<file path="config.mk">
export PLATFORM = sky130hd
export DESIGN_NAME = aperture_remap
export DESIGN_NICKNAME = d
export VERILOG_FILES = /design/src/rtl/remap_pkg.sv /design/src/rtl/remap_rst_sync.sv /design/src/rtl/remap_regfile.sv /design/src/rtl/remap_decode.sv /design/src/rtl/aperture_remap.sv
export SDC_FILE = /design/constraint.sdc
export NUM_CORES = 1
export LEC_CHECK = 0
export BUFFER_PORTS_ARGS = -buffer_cell sky130_fd_sc_hd__buf_2
export CAP_MARGIN = 20
export CORE_UTILIZATION = 63
export CTS_CLUSTER_SIZE = 20
export DETAILED_ROUTE_END_ITERATION = 16
export GPL_ROUTABILITY_DRIVEN = 0
export PLACE_DENSITY = 0.87
export SLEW_MARGIN = 5
export SYNTH_ARGS = -nofsm -noshare
export SYNTH_HDL_FRONTEND = slang
export SYNTH_SLANG_ARGS = --single-unit
</file>
<file path="constraint.sdc">
create_clock -name clk -period 15.7 [get_ports clk]
set_clock_uncertainty 0.15 [all_clocks]
set_input_delay 0.785 -clock clk [delete_from_list [all_inputs] [get_ports clk]]
set_output_delay 0.785 -clock clk [all_outputs]
set_load 0.005 [all_outputs]
</file>
<file path="src/rtl/remap_pkg.sv">
package remap_pkg;
  localparam int unsigned DEF_ADDR_W = 32;
  localparam int unsigned DEF_IDX_W  = 4;
  localparam int unsigned DEF_REG_W  = 32;
  localparam int unsigned DEF_REG_AW = 5;

  // result of one lookup
  typedef struct packed {
    logic [DEF_IDX_W-1:0] slave;
    logic                 err;
  } lk_res_t;
endpackage

</file>
<file path="src/rtl/remap_rst_sync.sv">
module remap_rst_sync #(
  parameter int unsigned STAGES = 2
) (
  input  logic clk,
  input  logic rst_n,
  output logic rst_sync_n
);
  logic [STAGES-1:0] sync_q;
  logic [STAGES-1:0] sync_d;

  always_comb begin
    sync_d = {sync_q[STAGES-2:0], 1'b1};
  end

  always_ff @(posedge clk or negedge rst_n) begin
    if (!rst_n) sync_q <= '0;
    else        sync_q <= sync_d;
  end

  assign rst_sync_n = sync_q[STAGES-1];
endmodule

</file>
<file path="src/rtl/remap_regfile.sv">
module remap_regfile #(
  parameter int unsigned REG_W  = 32,
  parameter int unsigned REG_AW = 5,
  parameter int unsigned NUM_AP = 16,
  parameter int unsigned FLD_W  = 4
) (
  input  logic                    clk,
  input  logic                    rst_n,
  input  logic                    we,
  input  logic [REG_AW-1:0]       addr,
  input  logic [REG_W-1:0]        wdata,
  output logic [REG_W-1:0]        rdata,
  output logic [NUM_AP*FLD_W-1:0] sel_shd,
  output logic [NUM_AP*FLD_W-1:0] off_shd,
  output logic [NUM_AP*FLD_W-1:0] sel_act,
  output logic [NUM_AP*FLD_W-1:0] off_act,
  output logic                    commit
);
  localparam int unsigned MAP_W = NUM_AP * FLD_W;
  localparam int unsigned WPF   = MAP_W / REG_W;
  localparam int unsigned BYTES = REG_W / 8;
  localparam logic [REG_AW-1:0] UPD_OFF = REG_AW'(2 * WPF * BYTES);

  logic [MAP_W-1:0] sel_shd_q, sel_shd_d;
  logic [MAP_W-1:0] off_shd_q, off_shd_d;
  logic [MAP_W-1:0] sel_act_q, off_act_q;
  logic             shd_en;

  // shadow next state: one word per matching offset
  always_comb begin
    sel_shd_d = sel_shd_q;
    off_shd_d = off_shd_q;
    shd_en    = 1'b0;
    for (int w = 0; w < WPF; w++) begin
      if (we && addr == REG_AW'(w * BYTES)) begin
        sel_shd_d[w*REG_W +: REG_W] = wdata;
        shd_en = 1'b1;
      end
      if (we && addr == REG_AW'((WPF + w) * BYTES)) begin
        off_shd_d[w*REG_W +: REG_W] = wdata;
        shd_en = 1'b1;
      end
    end
  end

  assign commit = we && (addr == UPD_OFF) && wdata[0];

  always_ff @(posedge clk or negedge rst_n) begin
    if (!rst_n) begin
      sel_shd_q <= '0;
      off_shd_q <= '0;
    end else if (shd_en) begin
      sel_shd_q <= sel_shd_d;
      off_shd_q <= off_shd_d;
    end
  end

  always_ff @(posedge clk or negedge rst_n) begin
    if (!rst_n) begin
      sel_act_q <= '0;
      off_act_q <= '0;
    end else if (commit) begin
      sel_act_q <= sel_shd_q;
      off_act_q <= off_shd_q;
    end
  end

  // read mux over shadow words; update and holes read 0
  always_comb begin
    rdata = '0;
    for (int w = 0; w < WPF; w++) begin
      if (addr == REG_AW'(w * BYTES))         rdata = sel_shd_q[w*REG_W +: REG_W];
      if (addr == REG_AW'((WPF + w) * BYTES)) rdata = off_shd_q[w*REG_W +: REG_W];
    end
  end

  assign sel_shd = sel_shd_q;
  assign off_shd = off_shd_q;
  assign sel_act = sel_act_q;
  assign off_act = off_act_q;
endmodule

</file>
<file path="src/rtl/remap_decode.sv">
module remap_decode #(
  parameter int unsigned ADDR_W = 32,
  parameter int unsigned IDX_W  = 4
) (
  input  logic                             valid,
  input  logic [ADDR_W-1:0]                addr,
  input  logic [(1<<IDX_W)*IDX_W-1:0]      sel_map,
  input  logic [(1<<IDX_W)*IDX_W-1:0]      off_map,
  output logic [IDX_W-1:0]                 slave,
  output logic [ADDR_W-1:0]                taddr,
  output logic                             err
);
  localparam int unsigned LOW_W = ADDR_W - IDX_W;

  logic [IDX_W-1:0] idx;
  logic [IDX_W-1:0] code;
  logic [IDX_W-1:0] tgt;

  assign idx  = addr[ADDR_W-1 -: IDX_W];
  assign code = sel_map[idx*IDX_W +: IDX_W];
  assign tgt  = off_map[idx*IDX_W +: IDX_W];

  always_comb begin
    taddr = {tgt, addr[LOW_W-1:0]};
    err   = valid && (code == '0);
    slave = valid ? code : '0;
  end
endmodule

</file>
<file path="src/rtl/aperture_remap.sv">
module aperture_remap
  import remap_pkg::*;
#(
  parameter int unsigned ADDR_W = DEF_ADDR_W,
  parameter int unsigned IDX_W  = DEF_IDX_W,
  parameter int unsigned REG_W  = DEF_REG_W,
  parameter int unsigned REG_AW = DEF_REG_AW
) (
  input  logic              clk,
  input  logic              rst_n,
  input  logic              cfg_we,
  input  logic [REG_AW-1:0] cfg_addr,
  input  logic [REG_W-1:0]  cfg_wdata,
  output logic [REG_W-1:0]  cfg_rdata,
  input  logic              lk_valid,
  input  logic [ADDR_W-1:0] lk_addr,
  output logic [IDX_W-1:0]  lk_slave,
  output logic [ADDR_W-1:0] lk_taddr,
  output logic              lk_err
);
  localparam int unsigned NUM_AP = 1 << IDX_W;
  localparam int unsigned MAP_W  = NUM_AP * IDX_W;

  logic             rst_sync_n;
  logic [MAP_W-1:0] sel_shd, off_shd, sel_act, off_act;
  logic             commit;

  remap_rst_sync #(.STAGES(2)) u_rst (
    .clk        (clk),
    .rst_n      (rst_n),
    .rst_sync_n (rst_sync_n)
  );

  remap_regfile #(
    .REG_W (REG_W),
    .REG_AW(REG_AW),
    .NUM_AP(NUM_AP),
    .FLD_W (IDX_W)
  ) u_regs (
    .clk    (clk),
    .rst_n  (rst_sync_n),
    .we     (cfg_we),
    .addr   (cfg_addr),
    .wdata  (cfg_wdata),
    .rdata  (cfg_rdata),
    .sel_shd(sel_shd),
    .off_shd(off_shd),
    .sel_act(sel_act),
    .off_act(off_act),
    .commit (commit)
  );

  remap_decode #(
    .ADDR_W(ADDR_W),
    .IDX_W (IDX_W)
  ) u_dec (
    .valid  (lk_valid),
    .addr   (lk_addr),
    .sel_map(sel_act),
    .off_map(off_act),
    .slave  (lk_slave),
    .taddr  (lk_taddr),
    .err    (lk_err)
  );
endmodule

</file>
==> flow_summary.ini <==
[routing]
wl_per_cell_um = 25.8
post_drt_via_cell_ratio = 6.54
drtIter0Drc = 555
via_count = 7092
dr.pass1.iters = 11
antenna_left = 0
routed_wirelength_um = 28000
drc = 8

[floorplan]
die_x_um = 139
core-area_um2 = 18200
fp.dieH_um = 139
row_count = 49
die_area_um2 = 19400
start_util_pct = 65.1
pin_count = 142

[setup_path]
cp_common_cell = buf_2
path_cells = buf_2 > inv_1 > nor2_4 > a22oi_1 > a21oi_1 > buf_2
reg2reg_depth = 2
arrival_ps = 3230
cp_num_buf_inv = 3
path_class = input pin to output pin
cp.depth = 6
worstPathMaxFanout = 37
crit_family = buffers and inverters
cp.required_ps = 14770
start_kind = input pin
max_stage_delay_ps = 890
end_kind = output pin
crit_slowest_cell = nor2_4

[synthesis]
syn-cell-area_um2 = 11800
ys.flop_type = dfrtp_1
synth_nets = 862
synth_edf_count = 0
synthArstFlopShare_pct = 100
synth.distinct_cells = 29
yosysSeqAreaShare_pct = 54.5
ys_seq_elements = 258
netlist_instances = 789
yosys_warnings = 0
syn_avg_cell_area_um2 = 15.0

[power_and_ir_drop]
power_frac_comb_pct = 11.0
switchingPower_mw = 0.408
clkPwrFrac_pct = 38.8
swShare_pct = 24.5
power.density_nw_per_um2 = 127
leakage_nw = 6.57
peakVddDrop_mv = 0.155
p_int_mw = 1.26
p_seq_share_pct = 50.2

[clock_network]
insertion_delay_ps = 530
cts_root_buf = clkbuf_16
clkTransAtPathRegs_ps = 60
cts_resized = 0
cts_setup_buffers = 0
tritoncts = done
clk_path_buf_depth = 3
ctsHoldBuffers = 1
ctsHtreeMaxLevel = 1
clock_sinks = 258
cts-buffers-inserted = 27

[grt]
grt_pass1_vias = 7719
grt_max_degree = 75
overflow = 0
grt_pass1_wl_um = 43900
grt_usage_pct = 29.7
antenna_found_initial = 0

[placement]
port_buffers = 85
dp_hpwl_um = 17200

[sta]
min_period_ps = 4170
rsz0062_at_grt = false
slew-limit-headroom_pct = 26.9
tightest_slew_ps = 1090
setup_tns_ps = 0
finalSetupViolCount = 0
hold_viol = 0
fmax_mhz = 240
drv_slew = 0
post-route-period-util_pct = 26.5

[cells_and_area]
antenna-diode-count = 0
fin_nets = 909
area_growth_pct = 10.7
final_common_cell = dfrtp_1
drive_above_1_share_pct = 51.3
mostFrequentLayoutCells = dfrtp_1, mux2_2, buf_2
fin_util_pct = 72.0
fillers = 1089

[min_path]
holdCritPathClass = register to register
holdPathStages = 0

[outcome]
violations = DRC
status = finished with violations

[flow_run]
maxCapViolCount = 0
metal layers:
metal	track usage (%)	share of wire (%)	up-vias
met5	0	0	-
met4	13.3	3.6	0
met3	5.73	6.3	68
met2	49.1	50	296
met1	38.6	40	3757
li1	-	-	2971
cell type report:
class / count / area, µm² / area share [%]
Multi-Input combinational cell: 451 / 4920 / 37.5
Tap cell: 229 / 287 / 2.19
Clock buffer: 37 / 773 / 5.90
Clock inverter: 11 / 138 / 1.05
Inverter: 1 / 3.75 / 0.0286
Sequential cell: 258 / 6460 / 49.3
Timing Repair Buffer: 97 / 531 / 4.05
worst register-to-register path, delay by kind of cell (launching register included):
| kind | cells | cell delay [ps] |
|---|---|---|
| DFF | 1 | 870 |
| buffers and inverters | 2 | 1580 |
synth_stat cells (13+ instances only):
cell type / number / area (µm²)
clkbuf_1: 13 / 48.8
a21oi_1: 32 / 160
o21ai_0: 23 / 115
mux2_4: 60 / 901
dfrtp_1: 258 / 6460
buf_4: 28 / 210
mux2_2: 194 / 2180
mux4_2: 35 / 788
mux2i_1: 15 / 150
nor2_1: 24 / 90.1
a22oi_1: 26 / 195
buf_2: 26 / 130
logic make-up (layout without fill, tap and decap cells):
group	after synthesis	in the layout	synth area share, %
AND/OR/NAND/NOR	53	53	2.40
flip-flops	258	258	54.5
buffers and inverters	80	146	4.14
multiplexers	306	306	34.2
other	1	1	0.0317
AO/OA/AOI/OAI	91	91	4.76
power groups by stage:
stage	Clock (mW)	Sequential, mW	Combinational [mW]
6_report	0.648	0.838	0.183
4_1_cts	0.656	0.834	0.185
3_3_place_gp	0	0.834	0.172
5_1_grt	0.684	0.845	0.197
2_1_floorplan	0	0.817	0.140
3_5_place_dp	0	0.843	0.181
per-stage QoR:
step	hold WS, ps	std cells	total power, mW	instance area, µm²	worst slack (ps)
floorplan	181	789	0.957	11800	7830
global placement	190	1034	1.01	12200	11750
detailed placement	190	1035	1.02	12200	11670
CTS	207	1084	1.68	13100	11610
global route	218	1084	1.73	13100	11470
finish	204	1084	1.67	13100	11530
registers in the layout (all words and copies together) (netlist names):
signal / cells
u_regs.sel_shd: 64
u_regs.sel_act: 64
u_regs.off_act: 64
u_regs.off_shd: 64
u_rst.sync_q: 2
path summary, 6_finish.rpt:
check | slack (ps) | from | end
min reg2reg | 200 | u_rst.sync_q[0] | u_rst.sync_q[1]
max reg2reg | 13120 | u_rst.sync_q[1] | u_regs.off_act[36]
max | 11530 | cfg_addr[3] | cfg_rdata[20]
min in group asynchronous | 220 | u_rst.sync_q[1] | u_regs.sel_shd[27]
max in group asynchronous | 13120 | u_rst.sync_q[1] | u_regs.off_act[36]
min | 200 | u_rst.sync_q[0] | u_rst.sync_q[1]
(Power assumes the default switching activity.)
